$ cat config.mk
export PLATFORM = sky130hd
export DESIGN_NAME = irq_vector_arbiter
export DESIGN_NICKNAME = d
export VERILOG_FILES = /design/src/rtl/irq_vec_pkg.sv /design/src/rtl/irq_promote_reg.sv /design/src/rtl/irq_maskable_arb.sv /design/src/rtl/irq_vector_hold.sv /design/src/rtl/irq_vector_arbiter.sv
export SDC_FILE = /design/constraint.sdc
export NUM_CORES = 1
export LEC_CHECK = 0
export ABC_AREA = 0
export BUFFER_PORTS_ARGS = -buffer_cell sky130_fd_sc_hd__buf_2
export CAP_MARGIN = 20
export CORE_UTILIZATION = 53
export DETAILED_ROUTE_END_ITERATION = 8
export PLACE_DENSITY = 0.78
export SYNTH_ARGS = -nofsm -noshare
export SYNTH_HDL_FRONTEND = slang
export SYNTH_HIERARCHICAL = 1
export SYNTH_SLANG_ARGS = --single-unit
$ cat constraint.sdc
create_clock -name clk -period 3.04 [get_ports clk]
set_input_delay 0.152 -clock clk [delete_from_list [all_inputs] [get_ports clk]]
set_output_delay 0.152 -clock clk [all_outputs]
set_load 0.005 [all_outputs]
$ cat src/rtl/irq_vec_pkg.sv
package irq_vec_pkg;

    localparam logic [15:0] VEC_SYSRST  = 16'hFFFE;
    localparam logic [15:0] VEC_CLKMON  = 16'hFFFC;
    localparam logic [15:0] VEC_COP     = 16'hFFFA;
    localparam logic [15:0] VEC_ILLOP   = 16'hFFF8;
    localparam logic [15:0] VEC_SWI     = 16'hFFF6;
    localparam logic [15:0] VEC_XIRQ    = 16'hFFF4;
    localparam logic [15:0] VEC_RTI     = 16'hFFF0;
    localparam logic [15:0] VEC_SRC_TOP = 16'hFFEE;

    // Vector of general source k; source 0 is highest
    function automatic logic [15:0] src_vec(input int k);
        return VEC_SRC_TOP - 16'(2 * k);
    endfunction

    function automatic logic [7:0] src_lo(input int k);
        return VEC_SRC_TOP[7:0] - 8'(2 * k);
    endfunction

    typedef struct packed {
        logic [7:0] prom;
    } prom_state_t;

    typedef struct packed {
        logic [15:0] vec;
        logic [15:0] hold;
        logic        hold_vld;
    } hold_state_t;

endpackage

$ cat src/rtl/irq_promote_reg.sv
module irq_promote_reg
    import irq_vec_pkg::*;
#(
    parameter int NUM_SRC = 8,
    localparam int IDX_W  = (NUM_SRC > 1) ? $clog2(NUM_SRC) : 1
) (
    input  logic             clk,
    input  logic             rst_n,
    input  logic             wr_en,
    input  logic [7:0]       wr_data,
    output logic             prom_active,
    output logic [IDX_W-1:0] prom_idx
);

    prom_state_t state_d, state_q;
    logic        wr_legal;

    always_comb begin
        wr_legal = (wr_data == VEC_RTI[7:0]);
        for (int k = 0; k < NUM_SRC; k++) begin
            if (wr_data == src_lo(k)) wr_legal = 1'b1;
        end
        state_d = state_q;
        if (wr_en && wr_legal) state_d.prom = wr_data;
    end

    always_ff @(posedge clk or negedge rst_n) begin
        if (!rst_n) state_q.prom <= VEC_RTI[7:0];
        else        state_q      <= state_d;
    end

    always_comb begin
        prom_active = 1'b0;
        prom_idx    = '0;
        for (int k = 0; k < NUM_SRC; k++) begin
            if (state_q.prom == src_lo(k)) begin
                prom_active = 1'b1;
                prom_idx    = IDX_W'(k);
            end
        end
    end

    // the stored byte is always a legal target
    assert_prom_legal_R9: assert property (@(posedge clk) disable iff (!rst_n)
        (state_q.prom == VEC_RTI[7:0]) ||
        (!state_q.prom[0] && state_q.prom <= src_lo(0) && state_q.prom >= src_lo(NUM_SRC-1)));

endmodule

$ cat src/rtl/irq_maskable_arb.sv
module irq_maskable_arb
    import irq_vec_pkg::*;
#(
    parameter int NUM_SRC = 8,
    localparam int IDX_W  = (NUM_SRC > 1) ? $clog2(NUM_SRC) : 1
) (
    input  logic               clk,
    input  logic               rst_n,
    input  logic [NUM_SRC-1:0] src_live,
    input  logic               rti_live,
    input  logic               prom_active,
    input  logic [IDX_W-1:0]   prom_idx,
    output logic               hit,
    output logic [15:0]        vec
);

    logic        top_req;
    logic [15:0] top_vec;
    logic        slot_req;
    logic [15:0] slot_vec;

    always_comb begin
        hit      = 1'b0;
        vec      = VEC_RTI;
        slot_req = 1'b0;
        slot_vec = VEC_RTI;
        // scan upward in rank so the highest slot overwrites last
        for (int k = NUM_SRC - 1; k >= 0; k--) begin
            if (prom_active && prom_idx == IDX_W'(k)) begin
                slot_req = rti_live;
                slot_vec = VEC_RTI;
            end else begin
                slot_req = src_live[k];
                slot_vec = src_vec(k);
            end
            if (slot_req) begin
                hit = 1'b1;
                vec = slot_vec;
            end
        end
        top_req = prom_active ? src_live[prom_idx] : rti_live;
        top_vec = prom_active ? src_vec(int'(prom_idx)) : VEC_RTI;
        if (top_req) begin
            hit = 1'b1;
            vec = top_vec;
        end
    end

    // an active promoted source always wins the maskable group
    assert_promoted_wins_R8: assert property (@(posedge clk) disable iff (!rst_n)
        (prom_active && src_live[prom_idx]) |-> (vec == src_vec(int'(prom_idx))));

endmodule

$ cat src/rtl/irq_vector_hold.sv
module irq_vector_hold
    import irq_vec_pkg::*;
(
    input  logic        clk,
    input  logic        rst_n,
    input  logic        vec_req,
    input  logic        seq_done,
    input  logic        hit,
    input  logic [15:0] win_vec,
    output logic [15:0] vec_addr
);

    hold_state_t state_d, state_q;

    always_comb begin
        state_d = state_q;
        if (vec_req) begin
            if (hit)                   state_d.vec = win_vec;
            else if (state_q.hold_vld) state_d.vec = state_q.hold;
            else                       state_d.vec = VEC_SWI;
        end
        if (seq_done) begin
            state_d.hold_vld = 1'b0;
            state_d.hold     = '0;
        end else if (hit) begin
            state_d.hold_vld = 1'b1;
            state_d.hold     = win_vec;
        end
    end

    always_ff @(posedge clk or negedge rst_n) begin
        if (!rst_n) begin
            state_q.vec      <= VEC_SYSRST;
            state_q.hold     <= '0;
            state_q.hold_vld <= 1'b0;
        end else begin
            state_q <= state_d;
        end
    end

    assign vec_addr = state_q.vec;

    assert_vec_stable_R5: assert property (@(posedge clk) disable iff (!rst_n)
        !vec_req |=> $stable(vec_addr));

    assert_swi_default_R7: assert property (@(posedge clk) disable iff (!rst_n)
        (vec_req && !hit && !state_q.hold_vld) |=> (vec_addr == VEC_SWI));

    assert_hold_cleared_R6: assert property (@(posedge clk) disable iff (!rst_n)
        seq_done |=> !state_q.hold_vld);

endmodule

$ cat src/rtl/irq_vector_arbiter.sv
module irq_vector_arbiter
    import irq_vec_pkg::*;
#(
    parameter int NUM_SRC = 8,
    localparam int IDX_W  = (NUM_SRC > 1) ? $clog2(NUM_SRC) : 1
) (
    input  logic               clk,
    input  logic               rst_n,
    input  logic               sysrst_req,
    input  logic               clkmon_req,
    input  logic               cop_req,
    input  logic               illop_req,
    input  logic               swi_req,
    input  logic               xirq_req,
    input  logic [NUM_SRC-1:0] src_req,
    input  logic               rti_req,
    input  logic               i_mask,
    input  logic               x_mask,
    input  logic               vec_req,
    input  logic               seq_done,
    input  logic               prom_wr,
    input  logic [7:0]         prom_wdata,
    output logic               irq_pending,
    output logic [15:0]        vec_addr
);

    logic [NUM_SRC-1:0] src_live;
    logic               rti_live;
    logic               xirq_live;
    logic               prom_active;
    logic [IDX_W-1:0]   prom_idx;
    logic               mask_hit;
    logic [15:0]        mask_vec;
    logic               win_hit;
    logic [15:0]        win_vec;

    assign src_live  = i_mask ? '0 : src_req;
    assign rti_live  = rti_req & ~i_mask;
    assign xirq_live = xirq_req & ~x_mask;

    irq_promote_reg #(.NUM_SRC(NUM_SRC)) u_prom (
        .clk         (clk),
        .rst_n       (rst_n),
        .wr_en       (prom_wr),
        .wr_data     (prom_wdata),
        .prom_active (prom_active),
        .prom_idx    (prom_idx)
    );

    irq_maskable_arb #(.NUM_SRC(NUM_SRC)) u_arb (
        .clk         (clk),
        .rst_n       (rst_n),
        .src_live    (src_live),
        .rti_live    (rti_live),
        .prom_active (prom_active),
        .prom_idx    (prom_idx),
        .hit         (mask_hit),
        .vec         (mask_vec)
    );

    always_comb begin
        win_hit = 1'b1;
        if      (sysrst_req) win_vec = VEC_SYSRST;
        else if (clkmon_req) win_vec = VEC_CLKMON;
        else if (cop_req)    win_vec = VEC_COP;
        else if (illop_req)  win_vec = VEC_ILLOP;
        else if (swi_req)    win_vec = VEC_SWI;
        else if (xirq_live)  win_vec = VEC_XIRQ;
        else begin
            win_hit = mask_hit;
            win_vec = mask_vec;
        end
    end

    assign irq_pending = win_hit;

    irq_vector_hold u_hold (
        .clk      (clk),
        .rst_n    (rst_n),
        .vec_req  (vec_req),
        .seq_done (seq_done),
        .hit      (win_hit),
        .win_vec  (win_vec),
        .vec_addr (vec_addr)
    );

    // the watchdog exception passes regardless of both mask bits
    assert_cop_unmaskable_R3: assert property (@(posedge clk) disable iff (!rst_n)
        (vec_req && cop_req && !sysrst_req && !clkmon_req) |=> (vec_addr == VEC_COP));

    // maskable vectors never beat the external interrupt
    assert_xirq_over_maskable_R2: assert property (@(posedge clk) disable iff (!rst_n)
        (vec_req && xirq_req && !x_mask && !sysrst_req && !clkmon_req && !cop_req
         && !illop_req && !swi_req) |=> (vec_addr == VEC_XIRQ));

endmodule

Word level (Yosys, flattened, before mapping) --
Cells that the tools add are included.
Word-level totals: register bits 41, output and inout port bits 17, word-level logic and storage cells 123
Cells by class: add/sub/neg operators 1, order comparisons 1, equal/unequal tests 24, multiplexer cells 78, bitwise operators 4, reductions and logical operators 11
Operators by type and width (number):
- 16-bit 2-to-1 mux | 10
- 8-bit equality test (second input constant) | 17
- 5-bit 2-to-1 mux | 16
- 1-bit 2-to-1 mux | 42
- 17-bit 2-to-1 mux | 2
- 3-bit equality test (second input constant) | 4
- 3-bit 2-to-1 mux | 4
- 1-bit logical AND | 9
- 8-bit 2-to-1 mux | 1
- 6-bit by 5-bit subtractor with 7-bit output (first input constant) | 1
- 3-bit by 2-bit equality test with 1-bit output (second input constant) | 2
- 3-bit by 4-bit less-than comparator with 1-bit output (second input constant) | 1
- 2-bit 2-to-1 mux | 2
- 1-bit binary-select mux with 3-bit select | 1
- 3-bit by 1-bit equality test with 1-bit output (second input constant) | 1
- 3-bit zero test | 1
- 1-bit AND | 2
- 1-bit inverter | 2
- 2-bit nonzero test | 1

Depth between registers and ports, before layout --
depth in word-level cells 28, gate-level depth with buffers 16

Modules after synthesis --
The synthesis kept the hierarchy.
Modules (own cells, without submodules):
- irq_vector_hold | times used 1, cells each 158, area an instance 1715.4 um^2
- irq_maskable_arb | times used 1, cells each 116, area an instance 728.2 um^2
- irq_promote_reg | times used 1, cells each 25, area an instance 334.1 um^2
- irq_vector_arbiter | times used 1, cells each 38, area an instance 247.7 um^2

Worst setup path before layout --
OpenSTA, ideal clock, no wires.
path type reg2reg, start point register u_prom/state_q[6] (netlist bit), end point register u_hold.state_q, in the netlist u_hold/vec_addr[10], arrival 2.827 ns, slack 0.134 ns, stages on the path, launching flop included 12, path through dfstp_2 nand4_1 nor2_1 buf_2 buf_2 o2111ai_1 a41oi_1 nand4_1 nand2b_1 buf_4 or3b_1 a31o_1
RTL lines:
- from (decl) | RTL line irq_promote_reg.sv:15 | prom_state_t state_d, state_q;
- from (signal assigned) | RTL line irq_promote_reg.sv:29 | else state_q <= state_d;
- 8-bit equality test | RTL line irq_promote_reg.sv:36 | if (state_q.prom == src_lo(k)) begin
- 2-bit 2-to-1 mux (2 in series) | RTL line irq_promote_reg.sv:36
- 3-bit 2-to-1 mux (3 in series) | RTL line irq_promote_reg.sv:36
- 3-bit 2-to-1 mux * | RTL line irq_promote_reg.sv:36
- net prom_idx[1] | RTL line irq_vector_arbiter.sv:31 | logic [IDX_W-1:0] prom_idx;
- 3-bit equality test | RTL line irq_maskable_arb.sv:29 | if (prom_active && prom_idx == IDX_W'(k)) begin
- 1-bit logical AND | RTL line irq_maskable_arb.sv:29
- 1-bit 2-to-1 mux | RTL line irq_maskable_arb.sv:29
- [9 not listed]
- net mask_hit | RTL line irq_vector_arbiter.sv:32 | logic mask_hit;
- 1-bit 2-to-1 mux * | RTL line irq_vector_arbiter.sv:68 | else if (xirq_live) win_vec = VEC_XIRQ;
- 1-bit 2-to-1 mux * | RTL line irq_vector_arbiter.sv:67 | else if (swi_req) win_vec = VEC_SWI;
- 1-bit 2-to-1 mux * | RTL line irq_vector_arbiter.sv:66 | else if (illop_req) win_vec = VEC_ILLOP;
- 1-bit 2-to-1 mux * | RTL line irq_vector_arbiter.sv:65 | else if (cop_req) win_vec = VEC_COP;
- 1-bit 2-to-1 mux * | RTL line irq_vector_arbiter.sv:64 | else if (clkmon_req) win_vec = VEC_CLKMON;
- 1-bit 2-to-1 mux * | RTL line irq_vector_arbiter.sv:63 | if (sysrst_req) win_vec = VEC_SYSRST;
- net irq_pending | RTL line irq_vector_arbiter.sv:23 | output logic irq_pending,
- 16-bit 2-to-1 mux * | RTL line irq_vector_hold.sv:18 | if (hit) state_d.vec = win_vec;
- to (signal assigned) | RTL line irq_vector_hold.sv:37 | state_q <= state_d;
- to (decl) | RTL line irq_vector_hold.sv:13 | hold_state_t state_d, state_q;
The timed path passes the listed nets; every way through them passes the cells marked *. The select of a mux whose other input is x is not followed. A chain may end at the register's enable or synchronous reset.

Final worst setup path --
start point register u_prom/state_q[7] (netlist bit), end point output port irq_pending
On the way: longest elaborated chain between the ends 26
Ends and longest elaborated chain:
- 8-bit equality test | RTL line irq_promote_reg.sv:36
- 1-bit 2-to-1 mux | RTL line irq_promote_reg.sv:36
- 2-bit 2-to-1 mux (2 in series) | RTL line irq_promote_reg.sv:36
- 3-bit 2-to-1 mux (3 in series) | RTL line irq_promote_reg.sv:36
- 3-bit 2-to-1 mux * | RTL line irq_promote_reg.sv:36
- net prom_idx[0] | RTL line irq_vector_arbiter.sv:31
- 3-bit equality test | RTL line irq_maskable_arb.sv:29
- 1-bit logical AND | RTL line irq_maskable_arb.sv:29
- [9 not listed]
- 1-bit 2-to-1 mux * | RTL line irq_maskable_arb.sv:43 | if (top_req) begin
- net mask_hit | RTL line irq_vector_arbiter.sv:32
- 1-bit 2-to-1 mux * | RTL line irq_vector_arbiter.sv:68
- 1-bit 2-to-1 mux * | RTL line irq_vector_arbiter.sv:67
- 1-bit 2-to-1 mux * | RTL line irq_vector_arbiter.sv:66
- 1-bit 2-to-1 mux * | RTL line irq_vector_arbiter.sv:65
- 1-bit 2-to-1 mux * | RTL line irq_vector_arbiter.sv:64
- 1-bit 2-to-1 mux * | RTL line irq_vector_arbiter.sv:63
- to (decl) | RTL line irq_vector_arbiter.sv:23
Marks and branches as above.

==> flow_metrics.env <==
export IMPL_outcome="finished, final reports clean"
export IMPL_portBuffers=46
export IMPL_groute_usage_overall_pct=20.8
export IMPL_setup_tns_ns=0
export IMPL_combPwrFrac_pct=26.6
export IMPL_rsz0062_at_grt="true"
export IMPL_synth_cell_type_count=55
export IMPL_cts_tree="yes"
export IMPL_fin_crit_ns=2.93
export IMPL_die_w_um=77.6
export IMPL_power_leakage_nw=1.46
export IMPL_max_cap_violations=0
export IMPL_viasPerCell=5.37
export IMPL_antenna_left=0
export IMPL_fp_row_count=27
export IMPL_drive_gt1_share_pct=29.6
export IMPL_switching_share_pct=28.3
export IMPL_cp_max_fo=38
export IMPL_place_congestion=0.972
export IMPL_grt_overflow_total=0
export IMPL_insertion_delay_ns=0.29
export IMPL_antenna_cells=0
export IMPL_start_kind="flop"
export IMPL_worstMarginPinSlew_ns=0.877
export IMPL_synth_async_reset_ratio_pct=100
export IMPL_synth_top_area_share_pct=18.2
export IMPL_core_um2=5510
export IMPL_synth_edf_count=0
export IMPL_syn_area_per_cell_um2=8.98
export IMPL_die_y_um=77.6
export IMPL_ios=47
export IMPL_path_class="reg2out"
export IMPL_design_area_um2=3350
export IMPL_nets=400
export IMPL_hold_violations=0
export IMPL_synthFlopType="dfrtp_1"
export IMPL_power_density_nw_per_um2=433
export IMPL_fin_crit_sh_pct=96.4
export IMPL_yosysSeqAreaShare_pct=34.7
export IMPL_fmax_mhz=341
export IMPL_clockRootBuffer="clkbuf_8"
export IMPL_wl_mm=5.76
export IMPL_clock_sinks=41
export IMPL_power_switching_w=0.000412
export IMPL_synthesis_area_um2=3030
export IMPL_numCtsBuffers=5
export IMPL_first_global_vias=2278
export IMPL_relSlewSlack_pct=41.5
export IMPL_crit_arrival_ns=2.78
export IMPL_clkPwrFrac_pct=29.1
export IMPL_p_int_w=0.00104
export IMPL_ys_seq_elements=41
export IMPL_areaGrowthSynthToFinish_pct=10.8
export IMPL_fill_cells=473
export IMPL_initial_utilization_pct=54.9
export IMPL_drt_pass1_iter_count=4
export IMPL_htree_levels=2
export IMPL_min_path_type="in2reg"
export IMPL_seqPwrFrac_pct=44.3
export IMPL_grt_pass1_wl_mm=10.1
export IMPL_syn_inst=337
export IMPL_slew_viol_final=0
export IMPL_postPlaceCellArea_um2=3190
export IMPL_cts_clk_slew_worst_paths_ns=0.07
export IMPL_antenna_found_initial=0
export IMPL_irDropWorstVdd_mv=0.369
export IMPL_synth_area_leaders="dfrtp_1 18%, dfstp_2 17%, buf_4 7.7%"
export IMPL_endpoint_kind="output port"
export IMPL_yosysWarningCount=6
export IMPL_drcViolationCount=0
export IMPL_drt_iter0_drc=96
export IMPL_grt_max_degree=42
export IMPL_clk_path_buf_depth=2
export IMPL_vias=2379
export IMPL_die_area_um2=6010
export IMPL_yosys_area_top_type="dfrtp_1"
export IMPL_avgRoutedWirePerCell_um=13.0
export IMPL_dp_hpwl_mm=4.01
export IMPL_critical_path_required_ns=2.89
export IMPL_clock_skew_final_ns=0.0108
export IMPL_setup_viol=0
[timing repair]
| action | CTS | global route |
|---|---|---|
| setup buffers | 0 | 2 |
| hold endpoints to repair | 13 | 0 |
| endpoints found under the setup margin | 0 | 14 |
| hold buffers | 1 | 0 |
| resized for setup | 0 | 7 |
[critical path, stage by stage (launching register included)]
cell and delay (ns):
dfstp_2 0.54, nand4_1 0.17, nor2_1 0.19, buf_6 0.17
buf_4 0.19, mux2i_1 0.20, nand2_1 0.08, o22ai_2 0.18
nand4_1 0.10, nand2b_2 0.21, buf_12 0.17, buf_4 0.16
buf_2 0.12
[kinds of logic after synthesis]
logic type / count (synthesis) / synth area share, %
and+or+nand+nor: 148 / 29.9
AOI/OAI and AO/OA: 65 / 15.2
other: 2 / 0.248
muxes: 24 / 8.11
DFF: 41 / 34.7
buffers and inverters: 57 / 11.9
[metrics by stage]
step,setup WS (ns),utilization [%],hold slack (ns),instances,power [W]
2_1_floorplan,0.134,-,-0.144,347,0.000930
3_3_place_gp,0.165,58.0,0.318,432,0.00101
3_5_place_dp,0.141,58.0,0.319,432,0.00102
4_1_cts,0.0667,60.1,0.103,441,0.00145
5_1_grt,-0.0174,60.9,0.111,443,0.00154
6_report,0.108,60.9,0.113,443,0.00145
[final timing paths]
path | startpoint | end | slack, ns | cells after the start
max | u_prom/state_q[7]$_DFFE_PN1P_ | irq_pending | 0.11 | 12
min | prom_wdata[1] | u_prom/state_q[1]$_DFFE_PN0P_ | 0.11 | 2
max reg2reg | u_prom/state_q[7]$_DFFE_PN1P_ | u_hold/vec_addr[9]$_DFFE_PN1P_ | 0.16 | 12
min reg2reg | u_hold/state_q[8]$_DFFE_PN0P_ | u_hold/state_q[8]$_DFFE_PN0P_ | 0.52 | 2
max in group asynchronous | rst_n | u_hold/state_q[10]$_DFFE_PN0P_ | 1.97 | 2
min in group asynchronous | rst_n | u_hold/state_q[3]$_DFFE_PN0P_ | 0.51 | 2
[Yosys cell counts, types with 2 or more instances]
master    instances
nand2b_1         33
nor2_1           33
buf_4            31
nor2b_1          29
dfrtp_1          22
mux2i_1          20
dfstp_2          19
a21oi_1          14
a31o_1           14
or3b_1           14
buf_2            11
nand2_1          10
a31oi_1           8
inv_1             7
clkbuf_1          5
nand3b_1          5
o21ai_0           5
a21o_1            4
mux2_2            4
nor3_1            4
nand4_1           3
o22ai_1           3
or2_2             3
a41oi_1           2
buf_6             2
conb_1            2
nor3_4            2
[cell usage in the layout, fill, tap and decap left out, types with 12 or more instances in the layout]
master	synthesis	routed
a21oi_1	14	14
a31o_1	14	14
buf_2	11	46
buf_4	31	17
conb_1	2	12
dfrtp_1	22	22
dfstp_2	19	19
mux2i_1	20	20
nand2b_1	33	32
nor2_1	33	32
nor2b_1	29	28
or3b_1	14	14
[flip-flops by register name, indices dropped and copies added (netlist names)]
register,flops
u_hold/state_q,17
u_hold/vec_addr,16
u_prom/state_q,8
[routing by layer]
metal | GRT usage, % | share of wire, % | up-vias
met5 | 0 | 0 | -
met4 | 5.66 | 1.1 | 0
met3 | 4.12 | 5.6 | 9
met2 | 34.8 | 46 | 84
met1 | 27.3 | 47 | 1083
li1 | - | - | 1203
[power by group through the flow]
stage	logic, W	clock network, W	registers (W)
finish	0.000387	0.000423	0.000643
global route	0.000429	0.000461	0.000649
CTS	0.000368	0.000439	0.000642
detailed placement	0.000365	0	0.000651
global placement	0.000361	0	0.000648
floorplan	0.000289	0	0.000641
[layout make-up]
type                    count  area, µm²  area share (%)
repair buffers             66        399            11.9
well taps                  72       90.1            2.69
clock inverters             2       35.0            1.05
flip-flops and latches     41       1050            31.3
multi-input cells         249       1680            50.1
clock buffers               6       72.6            2.16
inverters                   7       26.3           0.784
Power figures use the tool's default switching activity.
